`src/rtl/vag_pkg.sv`:
```
package vag_pkg;

    localparam int unsigned WORD_W  = 32;
    localparam int unsigned SLICE_W = 64;
    localparam int unsigned HALF_W  = SLICE_W / 2;

    localparam logic [7:0] OPC_TOP = 8'h04;
    localparam logic [3:0] OPC_MID = 4'hA;

    // Form selector taken straight from word bits [23:22]
    typedef enum logic [1:0] {
        FORM_SX32 = 2'b00,
        FORM_ZX32 = 2'b01,
        FORM_PK32 = 2'b10,
        FORM_PK64 = 2'b11
    } form_e;

    typedef struct packed {
        logic       legal;
        form_e      form;
        logic [1:0] shamt;
    } dec_t;

    function automatic logic pattern_ok(input logic [7:0] top,
                                        input logic       fixed_one,
                                        input logic [3:0] mid);
        return (top == OPC_TOP) && fixed_one && (mid == OPC_MID);
    endfunction

    // Widen the low half of an offset element according to the form
    function automatic logic [SLICE_W-1:0] widen_offset(input logic [SLICE_W-1:0] v,
                                                       input form_e form);
        logic [SLICE_W-1:0] w;
        unique case (form)
            FORM_SX32: w = {{HALF_W{v[HALF_W-1]}}, v[HALF_W-1:0]};
            FORM_ZX32: w = {{HALF_W{1'b0}}, v[HALF_W-1:0]};
            default:   w = v;
        endcase
        return w;
    endfunction

endpackage

```
`src/rtl/vag_decode.sv`:
```
module vag_decode
    import vag_pkg::*;
(
    input  logic [WORD_W-1:0] insn,
    output dec_t              dec
);
    logic unused_reg_fields;

    // Register numbers are resolved outside this block
    assign unused_reg_fields = ^{insn[20:16], insn[9:5], insn[4:0]};

    always_comb begin
        dec.legal = pattern_ok(insn[31:24], insn[21], insn[15:12]);
        dec.form  = form_e'(insn[23:22]);
        dec.shamt = insn[11:10];
    end
endmodule

```
`src/rtl/vag_slice.sv`:
```
module vag_slice
    import vag_pkg::*;
(
    input  logic [SLICE_W-1:0] base_i,
    input  logic [SLICE_W-1:0] offs_i,
    input  form_e              form_i,
    input  logic [1:0]         shamt_i,
    output logic [SLICE_W-1:0] sum_o
);
    logic [SLICE_W-1:0] wide_off;
    logic [SLICE_W-1:0] addend;
    logic [HALF_W-1:0]  off_lo_sh;
    logic [HALF_W-1:0]  off_hi_sh;
    logic               split;
    logic [HALF_W:0]    lo_sum;
    logic [HALF_W-1:0]  hi_sum;
    logic               carry_mid;

    always_comb begin
        split     = (form_i == FORM_PK32);
        wide_off  = widen_offset(offs_i, form_i);
        off_lo_sh = offs_i[HALF_W-1:0] << shamt_i;
        off_hi_sh = offs_i[SLICE_W-1:HALF_W] << shamt_i;
        if (split) begin
            addend = {off_hi_sh, off_lo_sh};
        end else begin
            addend = wide_off << shamt_i;
        end
        // One 64-bit adder, cut at the middle for two 32-bit lanes
        lo_sum    = {1'b0, base_i[HALF_W-1:0]} + {1'b0, addend[HALF_W-1:0]};
        carry_mid = lo_sum[HALF_W] & ~split;
        hi_sum    = base_i[SLICE_W-1:HALF_W] + addend[SLICE_W-1:HALF_W]
                  + {{(HALF_W-1){1'b0}}, carry_mid};
        sum_o     = {hi_sum, lo_sum[HALF_W-1:0]};
    end
endmodule

```
`src/rtl/vag_stage.sv`:
```
module vag_stage #(
    parameter int unsigned WIDTH   = 256,
    parameter bit          USE_REG = 1'b1
) (
    input  logic             clk,
    input  logic             rst,
    input  logic             vld_i,
    input  logic             ill_i,
    input  logic [WIDTH-1:0] data_i,
    output logic             vld_o,
    output logic             ill_o,
    output logic [WIDTH-1:0] data_o
);
    generate
        if (USE_REG) begin : g_reg
            always_ff @(posedge clk) begin
                if (rst) begin
                    vld_o  <= 1'b0;
                    ill_o  <= 1'b0;
                    data_o <= '0;
                end else begin
                    vld_o <= vld_i;
                    if (vld_i) begin
                        ill_o  <= ill_i;
                        data_o <= data_i;
                    end
                end
            end
        end else begin : g_comb
            logic unused_clk_rst;
            assign unused_clk_rst = clk ^ rst;
            assign vld_o  = vld_i;
            assign ill_o  = ill_i;
            assign data_o = data_i;
        end
    endgenerate
endmodule

```
`src/rtl/vag_top.sv`:
```
module vag_top
    import vag_pkg::*;
#(
    parameter int unsigned VLEN    = 256,
    parameter bit          OUT_REG = 1'b1
) (
    input  logic            clk,
    input  logic            rst,
    input  logic            in_valid,
    input  logic [31:0]     insn,
    input  logic [VLEN-1:0] base_vec,
    input  logic [VLEN-1:0] offs_vec,
    output logic            out_valid,
    output logic            illegal,
    output logic [VLEN-1:0] result_vec
);
    localparam int unsigned N_SLICE = VLEN / SLICE_W;

    dec_t            dec;
    logic [VLEN-1:0] raw_sum;
    logic [VLEN-1:0] gated_sum;

    vag_decode u_dec (
        .insn (insn),
        .dec  (dec)
    );

    generate
        for (genvar s = 0; s < N_SLICE; s++) begin : g_slice
            vag_slice u_slice (
                .base_i  (base_vec[s*SLICE_W +: SLICE_W]),
                .offs_i  (offs_vec[s*SLICE_W +: SLICE_W]),
                .form_i  (dec.form),
                .shamt_i (dec.shamt),
                .sum_o   (raw_sum[s*SLICE_W +: SLICE_W])
            );
        end
    endgenerate

    assign gated_sum = dec.legal ? raw_sum : '0;

    vag_stage #(
        .WIDTH   (VLEN),
        .USE_REG (OUT_REG)
    ) u_stage (
        .clk    (clk),
        .rst    (rst),
        .vld_i  (in_valid),
        .ill_i  (~dec.legal),
        .data_i (gated_sum),
        .vld_o  (out_valid),
        .ill_o  (illegal),
        .data_o (result_vec)
    );
endmodule

```
`config.mk`:
```
export PLATFORM = sky130hd
export DESIGN_NAME = vag_top
export DESIGN_NICKNAME = d
export VERILOG_FILES = /design/src/rtl/vag_pkg.sv /design/src/rtl/vag_decode.sv /design/src/rtl/vag_slice.sv /design/src/rtl/vag_stage.sv /design/src/rtl/vag_top.sv
export SDC_FILE = /design/constraint.sdc
export NUM_CORES = 2
export LEC_CHECK = 0
export BUFFER_PORTS_ARGS = -buffer_cell sky130_fd_sc_hd__buf_2
export CAP_MARGIN = 20
export CORE_MARGIN = 5
export CORE_UTILIZATION = 30
export CTS_CLUSTER_DIAMETER = 80
export DETAILED_ROUTE_END_ITERATION = 8
export PLACE_DENSITY = 0.58
export SETUP_SLACK_MARGIN = 0.02
export SLEW_MARGIN = 5
export SYNTH_ARGS = -nofsm -noshare
export SYNTH_HDL_FRONTEND = slang
export SYNTH_SLANG_ARGS = --single-unit
```
`constraint.sdc`:
```
create_clock -name clk -period 10 [get_ports clk]
set_clock_uncertainty 0.05 [all_clocks]
set_input_delay 1 -clock clk [delete_from_list [all_inputs] [get_ports clk]]
set_output_delay 1 -clock clk [all_outputs]
set_load 0.005 [all_outputs]
```
Word level (Yosys, flattened, before mapping)
Index checks and enable logic that the tools add are counted.
- bits in registers: 258
- bits of input ports: 547
- output and inout bits: 258
- logic and storage cells: 49
- add/sub/neg operators: 12
- eq/ne operators: 4
- shift operators: 12
- muxes and demuxes: 9
- bitwise logic cells: 6
- reductions and logical operators: 3
- operator list (operator ; number):
    $pmux W64 S2 ; 4
    $mux W256 ; 1
    $mux W64 ; 4
    $shl A32 B2 Y32 ; 8
    $shl A64 B2 Y64 ; 4
    $add A32 B32 Y33 ; 4
    $add A32 B1 Y32 ; 4
    $add A32 B32 Y32 ; 4
    $eq A8 B3 Y1 const B ; 1
    $and A1 B1 Y1 ; 4
    $eq A4 B4 Y1 const B ; 1
    $eq A2 B1 Y1 const B ; 1
    $eq A2 B2 Y1 const B ; 1
    $logic_and A1 B1 Y1 ; 2
    $logic_not A2 Y1 ; 1
    $not A1 Y1 ; 2

Depth between registers and ports, before layout
- depth after elaboration: 8
- depth in mapped cells: 28
- gate-level depth less buffers: 24

Hierarchy
A second synthesis with hierarchy kept.
- cells, all modules: 3539
- area total of the unflattened synthesis: 30280.3 um2
- by module, submodules not included (module ; instances ; cells each ; area an instance (um2) ; sequential area each (um2)):
    vag_stage ; 1 ; 831 ; 9360.2 ; 5165.0
    vag_slice (g_slice[3].u_slice) ; 1 ; 644 ; 4959.8 ; 0.0
    vag_slice (g_slice[1].u_slice) ; 1 ; 605 ; 4795.8 ; 0.0
    vag_slice (g_slice[0].u_slice) ; 1 ; 604 ; 4750.8 ; 0.0
    vag_slice (g_slice[2].u_slice) ; 1 ; 561 ; 4599.4 ; 0.0
    vag_top ; 1 ; 285 ; 1747.9 ; 0.0
    vag_decode ; 1 ; 9 ; 66.3 ; 0.0

Worst setup path before layout
No wires, ideal clock.
- path type: input port to flip-flop
- start point: in insn[10]
- end point: reg u_stage.data_o[190]
- setup time: 129 ps
- data arrival time: 7445 ps
- data required time: 9821 ps
- path slack: 2376 ps
- stages: 28
- path buffers: 4
- cells stage by stage: buf_2 -> buf_1 -> buf_1 -> buf_1 -> nor2_1 -> and2_1 -> ha_1 -> fa_1 -> a21oi_1 -> o21ai_0 -> o2111a_1 -> or2_2 -> a31o_2 -> a31oi_1 -> o21ai_1 -> a211oi_1 -> nor2_1 -> fa_1 -> fa_1 -> a211oi_1 -> o21ai_0 -> a31o_2 -> a31o_2 -> a221oi_1 -> o21bai_1 -> a41oi_1 -> xor2_1 -> o21ai_0
- word-level cells in the longest chain between the ends: 6
- elaborated cells on any way between the ends: 9
- classes of those cells: add/sub (3); shift (3); mux (2); bitwise (1)
- ends and longest elaborated chain (element ; line ; RTL):
    start: declaration ; vag_top.sv:10 ; input logic [31:0] insn,
    $shl A64 B2 Y64 or $shl A32 B2 Y32 (tied branches) ; vag_slice.sv:27, vag_slice.sv:22 ;
    $mux W64 (*) ; vag_slice.sv:24 ; if (split) begin
    $add A32 B32 Y33 ; vag_slice.sv:30 ; lo_sum = {1'b0, base_i[HALF_W-1:0]} + {1'b0, addend[HALF_W-1:0]};
    $and A1 B1 Y1 ; vag_slice.sv:31 ; carry_mid = lo_sum[HALF_W] & ~split;
    $add A32 B1 Y32 (*) ; vag_slice.sv:33 ; + {{(HALF_W-1){1'b0}}, carry_mid};
    $mux W256 (*) ; vag_top.sv:40 ; assign gated_sum = dec.legal ? raw_sum : '0;
    end signal: assignment ; vag_stage.sv:25 ; data_o <= data_i;
    end: declaration ; vag_stage.sv:12 ; output logic [WIDTH-1:0] data_o
Every way passes the cells marked *; elsewhere a longest branch is shown, timed or not.
A chain may end at the register's enable or synchronous reset.

Worst setup path in the final report
- start point: in insn[11]
- end point: reg u_stage.data_o[58]
The elaborated chain is that of the path after synthesis.

==> flow_metrics.py <==
metrics = {
    "run_status": {
        "status": "finished clean",
    },
    "sta": {
        "clock.fmax_mhz": 123,
        "worst_slack_ns": 1.90,
        "tightest_slew_ns": 0.951,
        "rsz0062_at_grt": "false",
        "min_period_over_period": 0.810,
        "slew_headroom": 0.363,
        "final_max_slew_viol_count": 0,
        "fin_setup_tns_ns": 0,
        "setup_violations": 0,
        "hold_viol": 0,
        "min_period_ns": 8.10,
    },
    "final_layout": {
        "drive_above_1_share": 0.281,
        "finalNetCount": 4786,
        "final_util": 0.375,
        "area_growth_pct": 23.8,
    },
    "route": {
        "vias": 28901,
        "routed_wl_mm": 122,
        "dr.pass1.iters": 6,
        "wl_per_cell_um": 23.4,
        "ant_nets": 0,
        "drt-initial-drc-count": 2148,
        "vias_per_cell": 5.55,
        "drc": 0,
    },
    "power": {
        "ir_drop_uv": 95.0,
        "netSwitchingFraction": 0.370,
        "cellInternalPower_mw": 2.82,
        "pwr-share-seq": 0.230,
        "pwr-share-clk": 0.358,
        "combPwrFrac": 0.412,
        "cellLeakagePower_nw": 15.8,
        "power_switching_mw": 1.66,
        "p_per_area_nw_per_um2": 133,
    },
    "cts": {
        "htree_num_levels": 2,
        "clk_path_buf_depth": 3,
        "cts_inserted_buffers": 41,
        "cts_tree": "yes",
        "clock_latency_ns": 0.57,
        "clkTransAtPathRegs_ns": 0.05,
        "post_cts_buffers": 0,
        "cts_sinks": 258,
        "cts_hold_buffers": 0,
        "cts.repair.resized": 0,
        "cts_root_buf": "clkbuf_16",
    },
    "global_route": {
        "grt_pass1_wl_mm": 180,
        "grt_max_degree": 110,
        "grt_pass1_vias": 28576,
        "grtUsageTotal": 0.237,
        "overflow": 0,
        "antenna_found_initial": 29,
    },
    "synthesis": {
        "synth.most_common_cell": "a21oi_1",
        "synth_edf_count": 0,
        "synth-simple-area-share": 0.134,
        "netlist_area_um2": 27300,
        "ys_seq_area_frac": 0.189,
        "synth_top_family_by_area": "compound AO/OA/AOI/OAI gates",
        "synth_adder_area_share": 0.123,
        "async_flop_share": 0,
        "synth_xor_area_frac": 0.0642,
        "synth_compound_area_frac": 0.269,
        "synth_commonest_cells": "a21oi_1 (365), nand2_1 (269), dfxtp_1 (258)",
        "synth_fp_nets": 4122,
        "synth_flop_cell": "dfxtp_1",
        "synthCells": 3315,
        "yosysWarnings": 0,
        "yosysUniqueCellTypes": 96,
        "synth_area_per_cell_um2": 8.23,
        "muxShareOfSynthArea": 0.184,
        "synth_area_leaders": "dfxtp_1 (19%), ha_1 (11%), mux2i_1 (7.7%)",
        "netlist.area_leader.share": 0.189,
        "ys_ff_latch": 258,
        "yosysTopAreaCell": "dfxtp_1",
    },
    "critical_path": {
        "path_buf_inv": 1,
        "cpLargestDelayFamily": "compound AO/OA/AOI/OAI gates",
        "critPathCaptureType": "flip-flop",
        "cp_slowest_cell": "a2111oi_2",
        "r2r_cells": 3,
        "critPathLaunchType": "input port",
        "path_class": "in2reg",
        "cp.required_ns": 10.40,
        "cp_slowest_stage_delay_ns": 0.82,
        "worstPathArrival_ns": 8.51,
        "r2r_end": "u_stage.data_o[253]",
        "cp_max_fo": 79,
        "r2r_start": "u_stage.data_o[253]",
        "r2r_slack_ns": 9.05,
        "worst-path-stages": 25,
    },
    "die": {
        "initial_utilization": 0.303,
        "coreArea_um2": 90100,
        "design.die.area_um2": 97100,
        "rows": 110,
        "die_w_um": 312,
        "ioPinCount": 805,
        "dieHeight_um": 312,
    },
    "job": {
        "drv_cap": 0,
    },
    "place": {
        "place.gp.congestion": 0.959,
        "hpwlAfterDp_mm": 98.0,
        "io_buffer_count": 789,
        "place_ws_ns": 1.46,
    },
    "min_path": {
        "hold_class": "reg2reg",
        "min_from": "u_stage.data_o[51]",
        "holdPathEnd": "u_stage.data_o[51]",
        "holdPathStages": 2,
    },
}
worst reg2reg max path, stage by stage (launching register included):
cell      delay, ns
dfxtp_1        0.31
nand2_1        0.05
o311ai_0       0.11
or3_1          0.32
power by group through the flow:
| stage | combinational (mW) | sequential, mW | clock, mW |
|---|---|---|---|
| 6_report | 1.85 | 1.03 | 1.60 |
| 5_1_grt | 2.03 | 1.03 | 1.69 |
| 3_3_place_gp | 1.82 | 1.05 | 0 |
| 2_1_floorplan | 1.31 | 1.05 | 0 |
| 4_1_cts | 1.83 | 1.03 | 1.64 |
| 3_5_place_dp | 1.82 | 1.05 | 0 |
cells by family after synthesis:
family / after synthesis
AOI/OAI and AO/OA: 1146
xor gates and xnor gates: 200
adders and majority gates: 260
buffers and inverters: 256
DFF: 258
muxes: 400
and+or+nand+nor: 795
registers in the layout (all words and copies together), names as in the netlist:
name	cells
u_stage.ill_o	1
u_stage.data_o	256
u_stage.vld_o	1
cell usage in the layout, fill, tap and decap left out, types with 26 or more instances in the layout:
cell type | synthesis | layout
clkbuf_16 | 0 | 43
mux2_2 | 122 | 122
nand2_1 | 269 | 269
nor2b_1 | 32 | 32
xnor2_1 | 107 | 107
o211ai_1 | 27 | 27
mux4_2 | 69 | 69
nor3_1 | 41 | 41
a22oi_1 | 95 | 95
inv_1 | 61 | 61
o21ai_0 | 226 | 226
nor2_1 | 220 | 218
nand3_1 | 70 | 69
nand2b_1 | 27 | 26
dfxtp_1 | 258 | 258
a21oi_1 | 365 | 365
ha_1 | 248 | 248
buf_2 | 21 | 785
a211oi_1 | 36 | 36
mux2i_1 | 209 | 209
xor2_1 | 93 | 93
a21o_1 | 139 | 139
o21bai_1 | 32 | 32
and3_1 | 29 | 28
worst max path at each step:
stage | slack [ns] | start | endpoint
floorplan | 2.38 | insn[10] | u_stage.data_o[190]
global placement | 1.53 | insn[11] | u_stage.data_o[58]
detailed placement | 1.46 | insn[11] | u_stage.data_o[58]
CTS | 2.05 | insn[11] | u_stage.data_o[58]
global route | 1.58 | insn[10] | u_stage.data_o[190]
finish | 1.90 | insn[11] | u_stage.data_o[58]
cell type report:
cell class	count	area, µm²
timing repair buffer	815	4210
fill	9464	56400
inverter	62	235
sequential	258	5160
clock inverter	23	337
tap	1176	1470
antenna	23	57.6
multi-input combinational	2801	21200
clock buffer	52	1140
through the flow:
step           total power [mW]  area [µm²]  instances  hold slack (ns)
2_1_floorplan              2.36       27300       3315            0.392
3_3_place_gp               2.87       32200       5112            0.378
3_5_place_dp               2.87       32200       5112            0.387
4_1_cts                    4.50       33700       5187            0.397
5_1_grt                    4.74       33700       5196            0.418
6_report                   4.48       33800       5210            0.394
metal layers:
layer,part of all wire,routed length [µm],vias up,track usage
met5,0.00081,99,-,0
met4,0.033,4010,18,0.0721
met3,0.076,9210,192,0.0589
met2,0.47,57400,1046,0.409
met1,0.42,51000,13847,0.293
li1,-,-,13798,-
Power figures use the tool's default switching activity.
